[src/rtl/rstseq_pkg.sv]
package rstseq_pkg;
    typedef enum logic [1:0] {
        ST_IDLE  = 2'd0,
        ST_STAB  = 2'd1,
        ST_DRIVE = 2'd2,
        ST_HOLD  = 2'd3
    } seq_state_e;

    localparam int CAUSE_W = 5;
    localparam int C_PIN   = 0;
    localparam int C_ADDR  = 1;
    localparam int C_OP    = 2;
    localparam int C_WDOG  = 3;
    localparam int C_POR   = 4;
endpackage

[src/rtl/rstseq_sync.sv]
module rstseq_sync #(
    parameter int STAGES = 2
) (
    input  logic clk,
    input  logic por_n,
    input  logic d_in,
    output logic q_out
);
    logic [STAGES-1:0] chain_d, chain_q;

    generate
        if (STAGES == 1) begin : g_one
            always_comb chain_d = d_in;
        end else begin : g_many
            always_comb chain_d = {chain_q[STAGES-2:0], d_in};
        end
    endgenerate

    always_ff @(posedge clk or negedge por_n) begin
        if (!por_n) chain_q <= '1;
        else        chain_q <= chain_d;
    end

    assign q_out = chain_q[STAGES-1];
endmodule

[src/rtl/rstseq_fsm.sv]
module rstseq_fsm
    import rstseq_pkg::*;
#(
    parameter int POR_CYC   = 4096,
    parameter int DRIVE_CYC = 32,
    parameter int HOLD_CYC  = 32,
    parameter int PIN_MIN   = 67
) (
    input  logic clk,
    input  logic por_n,
    input  logic int_req,
    input  logic pin_lo,
    output logic pull_lo,
    output logic busy,
    output logic pin_qual
);
    localparam int MAXC = (POR_CYC > PIN_MIN) ? POR_CYC : PIN_MIN;
    localparam int CW   = $clog2(MAXC + 1);

    typedef struct packed {
        seq_state_e    st;
        logic [CW-1:0] cnt;
    } seq_t;

    seq_t cur_q, nxt_d;

    always_comb begin
        nxt_d    = cur_q;
        pin_qual = 1'b0;
        unique case (cur_q.st)
            ST_STAB: begin
                if (cur_q.cnt == CW'(POR_CYC - 1)) begin
                    nxt_d.st  = ST_DRIVE;
                    nxt_d.cnt = '0;
                end else begin
                    nxt_d.cnt = cur_q.cnt + 1'b1;
                end
            end
            ST_DRIVE: begin
                if (int_req) begin
                    nxt_d.cnt = '0;
                end else if (cur_q.cnt == CW'(DRIVE_CYC - 1)) begin
                    nxt_d.st  = ST_HOLD;
                    nxt_d.cnt = '0;
                end else begin
                    nxt_d.cnt = cur_q.cnt + 1'b1;
                end
            end
            ST_HOLD: begin
                if (int_req) begin
                    nxt_d.st  = ST_DRIVE;
                    nxt_d.cnt = '0;
                end else if (cur_q.cnt == CW'(HOLD_CYC - 1)) begin
                    nxt_d.st  = ST_IDLE;
                    nxt_d.cnt = '0;
                end else begin
                    nxt_d.cnt = cur_q.cnt + 1'b1;
                end
            end
            default: begin
                if (int_req) begin
                    nxt_d.st  = ST_DRIVE;
                    nxt_d.cnt = '0;
                end else if (pin_lo) begin
                    if (cur_q.cnt < CW'(PIN_MIN)) begin
                        nxt_d.cnt = cur_q.cnt + 1'b1;
                        pin_qual  = (cur_q.cnt == CW'(PIN_MIN - 1));
                    end
                end else begin
                    nxt_d.cnt = '0;
                end
            end
        endcase
    end

    always_ff @(posedge clk or negedge por_n) begin
        if (!por_n) cur_q <= '{st: ST_STAB, cnt: '0};
        else        cur_q <= nxt_d;
    end

    assign pull_lo = (cur_q.st == ST_STAB) || (cur_q.st == ST_DRIVE);
    assign busy    = (cur_q.st != ST_IDLE);

    AST_REQ_PULLS: assert property (@(posedge clk) disable iff (!por_n)
        (int_req && cur_q.st != ST_STAB) |=> (pull_lo && cur_q.cnt == '0)) else $error("AST_REQ_PULLS");
    AST_HOLD_FOLLOWS: assert property (@(posedge clk) disable iff (!por_n)
        ($fell(pull_lo) && !$past(int_req)) |-> (busy && cur_q.cnt == '0)) else $error("AST_HOLD_FOLLOWS");
    AST_STAB_FULL: assert property (@(posedge clk) disable iff (!por_n)
        ($past(cur_q.st) == ST_STAB && cur_q.st != ST_STAB) |-> ($past(cur_q.cnt) == CW'(POR_CYC - 1))) else $error("AST_STAB_FULL");
    AST_QUAL_IDLE: assert property (@(posedge clk) disable iff (!por_n)
        pin_qual |-> (pin_lo && !busy && !int_req)) else $error("AST_QUAL_IDLE");
endmodule

[src/rtl/rstseq_cause.sv]
module rstseq_cause
    import rstseq_pkg::*;
(
    input  logic               clk,
    input  logic               por_n,
    input  logic [CAUSE_W-1:0] set_vec,
    input  logic               clr,
    output logic [CAUSE_W-1:0] status
);
    logic [CAUSE_W-1:0] stat_d, stat_q;

    always_comb begin
        stat_d = (clr ? '0 : stat_q) | set_vec;
    end

    always_ff @(posedge clk or negedge por_n) begin
        if (!por_n) stat_q <= CAUSE_W'(1) << C_POR;
        else        stat_q <= stat_d;
    end

    assign status = stat_q;

    AST_CAUSE_STICKS: assert property (@(posedge clk) disable iff (!por_n)
        (set_vec != '0) |=> ((status & $past(set_vec)) == $past(set_vec))) else $error("AST_CAUSE_STICKS");
    AST_READ_CLEARS: assert property (@(posedge clk) disable iff (!por_n)
        (clr && set_vec == '0) |=> (status == '0)) else $error("AST_READ_CLEARS");
endmodule

[src/rtl/rst_sequencer.sv]
module rst_sequencer
    import rstseq_pkg::*;
#(
    parameter int POR_CYC   = 4096,
    parameter int DRIVE_CYC = 32,
    parameter int HOLD_CYC  = 32,
    parameter int SYNC_N    = 2,
    parameter int PIN_MIN   = DRIVE_CYC + HOLD_CYC + 3
) (
    input  logic               clk,
    input  logic               por_n,
    input  logic               pin_in,
    input  logic               wdog_req,
    input  logic               bad_op_req,
    input  logic               bad_addr_req,
    input  logic               stat_rd,
    output logic               pin_pull_lo,
    output logic               rst_int,
    output logic [CAUSE_W-1:0] rst_cause
);
    logic pin_s, pin_lo, busy, pin_qual, int_req, rd_clr;
    logic [CAUSE_W-1:0] set_vec;

    rstseq_sync #(.STAGES(SYNC_N)) u_sync (
        .clk(clk), .por_n(por_n), .d_in(pin_in), .q_out(pin_s)
    );

    assign pin_lo  = ~pin_s;
    assign int_req = wdog_req | bad_op_req | bad_addr_req;

    rstseq_fsm #(
        .POR_CYC(POR_CYC), .DRIVE_CYC(DRIVE_CYC),
        .HOLD_CYC(HOLD_CYC), .PIN_MIN(PIN_MIN)
    ) u_fsm (
        .clk(clk), .por_n(por_n), .int_req(int_req), .pin_lo(pin_lo),
        .pull_lo(pin_pull_lo), .busy(busy), .pin_qual(pin_qual)
    );

    always_comb begin
        set_vec         = '0;
        set_vec[C_PIN]  = pin_qual;
        set_vec[C_ADDR] = bad_addr_req;
        set_vec[C_OP]   = bad_op_req;
        set_vec[C_WDOG] = wdog_req;
    end

    assign rst_int = busy | pin_lo;
    assign rd_clr  = stat_rd & ~rst_int;

    rstseq_cause u_cause (
        .clk(clk), .por_n(por_n), .set_vec(set_vec), .clr(rd_clr), .status(rst_cause)
    );

    AST_PULL_IN_RST: assert property (@(posedge clk) disable iff (!por_n)
        pin_pull_lo |-> rst_int) else $error("AST_PULL_IN_RST");
    AST_READ_IGNORED: assert property (@(posedge clk) disable iff (!por_n)
        (stat_rd && rst_int && !int_req && !pin_qual) |=> $stable(rst_cause)) else $error("AST_READ_IGNORED");
endmodule

[config.mk]
export PLATFORM = sky130hd
export DESIGN_NAME = rst_sequencer
export DESIGN_NICKNAME = d
export VERILOG_FILES = /design/src/rtl/rstseq_pkg.sv /design/src/rtl/rstseq_sync.sv /design/src/rtl/rstseq_fsm.sv /design/src/rtl/rstseq_cause.sv /design/src/rtl/rst_sequencer.sv
export SDC_FILE = /design/constraint.sdc
export NUM_CORES = 1
export LEC_CHECK = 0
export BUFFER_PORTS_ARGS = -buffer_cell sky130_fd_sc_hd__buf_2
export CAP_MARGIN = 20
export CORE_MARGIN = 10
export CORE_UTILIZATION = 25
export CTS_CLUSTER_DIAMETER = 80
export DETAILED_ROUTE_END_ITERATION = 12
export PLACE_DENSITY = 0.37
export SYNTH_ARGS = -nofsm -noshare
export SYNTH_HDL_FRONTEND = slang
export SYNTH_HIERARCHICAL = 1
export SYNTH_SLANG_ARGS = --single-unit
[constraint.sdc]
create_clock -name clk -period 2.55 [get_ports clk]
set_input_delay 0.3825 -clock clk [delete_from_list [all_inputs] [get_ports clk]]
set_output_delay 0.3825 -clock clk [all_outputs]
set_load 0.01 [all_outputs]
==> run metrics <==
CP Class=reg2reg; Inserted Clock Buffers=3; Async SR Flop Fraction=100%; Final Max Slew Viols=0; Worst-path clk slew=0.09 ns; Hold Fails Final Rpt=0; cell family with most CP delay=simple AND/OR/NAND/NOR gates; Setup-failing EPs final=0; H-tree depth=1; Post-synth EDFFs=0; Initial Util=25.6%; syn_area_per_cell=9.53 µm²; Period Utilization, post-route=93.5%; # port buffers=13; clock sinks=22; CP startpoint kind=flop; total track usage=8.67%; Fmax=419 MHz; Post-CTS Resized=0; DR DRC count=0; CP Max Fanout=9; critical path data arrival time=2.54 ns; CTS tree=yes; Yosys cell types=50; Routed Wire Length=3.73 mm; sequential area share after synthesis=39.4%; hpwl dp=2.85 mm; Slew @ Worst Pin=0.597 ns; I/O pins=14; fin area=0.00160 mm²; first-pass GRT wire length=6.20 mm; Critical-path top delay cell=or4_4; setup_tns=0 ns; core area=0.00551 mm²; nets@finish=177; Area Growth Syn to Fin=13.7%; GP Congestion=0.792; WP buf/inv=0; Placed Area=0.00155 mm²; CP Cell Sequence=ha_1 -> nand4_4 -> or4_4 -> a32oi_4 -> nor2_2 -> mux2_2; Power Density=398 mW/mm²; average wire per standard cell=16.0 µm; Clock Tree Buf Depth=2; slew margin rel.=60.1%; Post-Syn Area=0.00141 mm²; RSZ-0062 raised after global routing=false; antenna violations before repair=0; largest net degree at the start of global routing=23; ANT nets after route=0; Site Rows=27; post-CTS setup buffer count=0; number of global-route vias before repair=1227; Die X=95.1 µm; Static Leakage=0.000674 µW; clk_skew=0.00678 ns; Max VDD drop=0.122 mV; Overflow after GRT=0; net count after synthesis=162; Hold WC Path Type=in2async; Synth warnings=6; crit path time final=2.38 ns; root buf cell=clkbuf_8; setup slack, reg-to-reg=0.17 ns; Hold-fix buffers, CTS=0; Die ar.=0.00904 mm²; Worst Hold Slack=0.0916 ns; Crit path required time=2.70 ns; total chip power=638 µW; DRT iter0 DRCs=41; Yosys reg bits=22; max-cap viol count=0; fill count=580; Pre-antenna DRT Iters=4; outcome=finished, final reports clean; Synth Flop Type=dfrtp_1; Worst setup EP type=flop; Via Count=1189; Synth Instances=148; # diodes=0; clock latency on the worst-skew pair=0.27 ns; layout cells sized above 1=20.4%; Via density=5.08; Die Ht=95.1 µm; biggest cell delay along the critical path=0.61 ns
-- area by class of cell --
class / instances / area [µm²] / share of cell area, %
well taps: 72 / 90.1 / 5.62
multi-input cells: 112 / 785 / 48.9
flip-flops and latches: 22 / 556 / 34.7
clock buffers: 4 / 55.1 / 3.43
inverters: 8 / 30.0 / 1.87
repair buffers: 16 / 87.6 / 5.46
-- layout by cell type, fill, tap and decap left out, types with 4 or more instances in the layout --
| master | synthesis | layout |
|---|---|---|
| buf_2 | 2 | 13 |
| nand3_1 | 5 | 5 |
| a21oi_1 | 8 | 8 |
| nand2_1 | 11 | 11 |
| nor3_1 | 7 | 7 |
| a21o_1 | 6 | 6 |
| clkbuf_8 | 0 | 4 |
| o21ai_0 | 5 | 5 |
| nor2_1 | 8 | 8 |
| inv_1 | 7 | 7 |
| dfstp_2 | 4 | 4 |
| dfrtp_1 | 18 | 18 |
| nor4_1 | 4 | 4 |
| ha_1 | 7 | 7 |
-- synth_stat cells (all sizes together), types with 4 or more instances --
cell type / instances / area [µm²]
a21o: 6 / 45.0
a21oi: 8 / 40.0
buf: 6 / 40.0
dfrtp: 18 / 450
dfstp: 4 / 105
ha: 7 / 87.6
inv: 8 / 30.0
nand2: 11 / 41.3
nand3: 6 / 35.0
nand4: 4 / 40.0
nor2: 9 / 36.3
nor3: 7 / 35.0
nor4: 5 / 37.5
o21ai: 8 / 40.0
-- stage by stage --
step,util (%),instances,setup WS [ns]
after floorplan,-,148,0.453
after global placement,28.1,230,0.188
after detailed placement,28.1,230,0.156
after CTS,29.1,234,0.147
after global routing,29.1,234,0.0307
final,29.1,234,0.165
-- routing by layer --
| layer | global-route usage (%) | vias to the layer above | share of wire [%] |
|---|---|---|---|
| li1 | - | 570 | - |
| met1 | 10.8 | 593 | 47 |
| met2 | 13.6 | 20 | 46 |
| met3 | 2.28 | 6 | 5.4 |
| met4 | 4.24 | 0 | 2.0 |
| met5 | 0 | - | 0 |
-- kinds of logic after synthesis --
group | count (synthesis) | share of synthesized area, %
adder cells (fa/ha/maj) | 7 | 6.21
other | 1 | 0.266
XOR/XNOR | 1 | 0.621
buffers and inverters | 14 | 4.97
AND/OR/NAND/NOR | 62 | 26.3
flip-flops | 22 | 39.4
AO/OA/AOI/OAI | 40 | 21.5
multiplexers | 1 | 0.799
-- worst paths after layout --
| check | from | to | cells after the start |
|---|---|---|---|
| worst min register to register | u_sync/chain_q[0] | u_sync/chain_q[1] | 0 |
| worst max register to register | u_fsm/cur_q[1] | u_fsm/cur_q[0] | 6 |
| max in group asynchronous | por_n | u_sync/chain_q[0] | 1 |
| worst min-delay path | por_n | u_fsm/cur_q[3] | 1 |
| worst max-delay path | u_fsm/cur_q[1] | u_fsm/cur_q[0] | 6 |
| min in group clk | pin_in | u_sync/chain_q[0] | 1 |
-- worst reg2reg max path, stage by stage, from the launching register on --
cell and delay, ns:
dfrtp_1 0.43, ha_1 0.29, nand4_4 0.21, or4_4 0.62
a32oi_4 0.34, nor2_2 0.12, mux2_2 0.28
-- registers in the layout (all words and copies together) (netlist names) --
signal          cells
u_fsm/cur_q        15
u_cause/status      5
u_sync/chain_q      2
-- power by group --
group / switching (µW) / internal (µW) / leakage [µW]
registers: 1.88 / 352 / 0.000272
logic: 17.1 / 8.85 / 0.000373
clock network: 120 / 138 / 0.0000288
(Power assumes the default switching activity.)
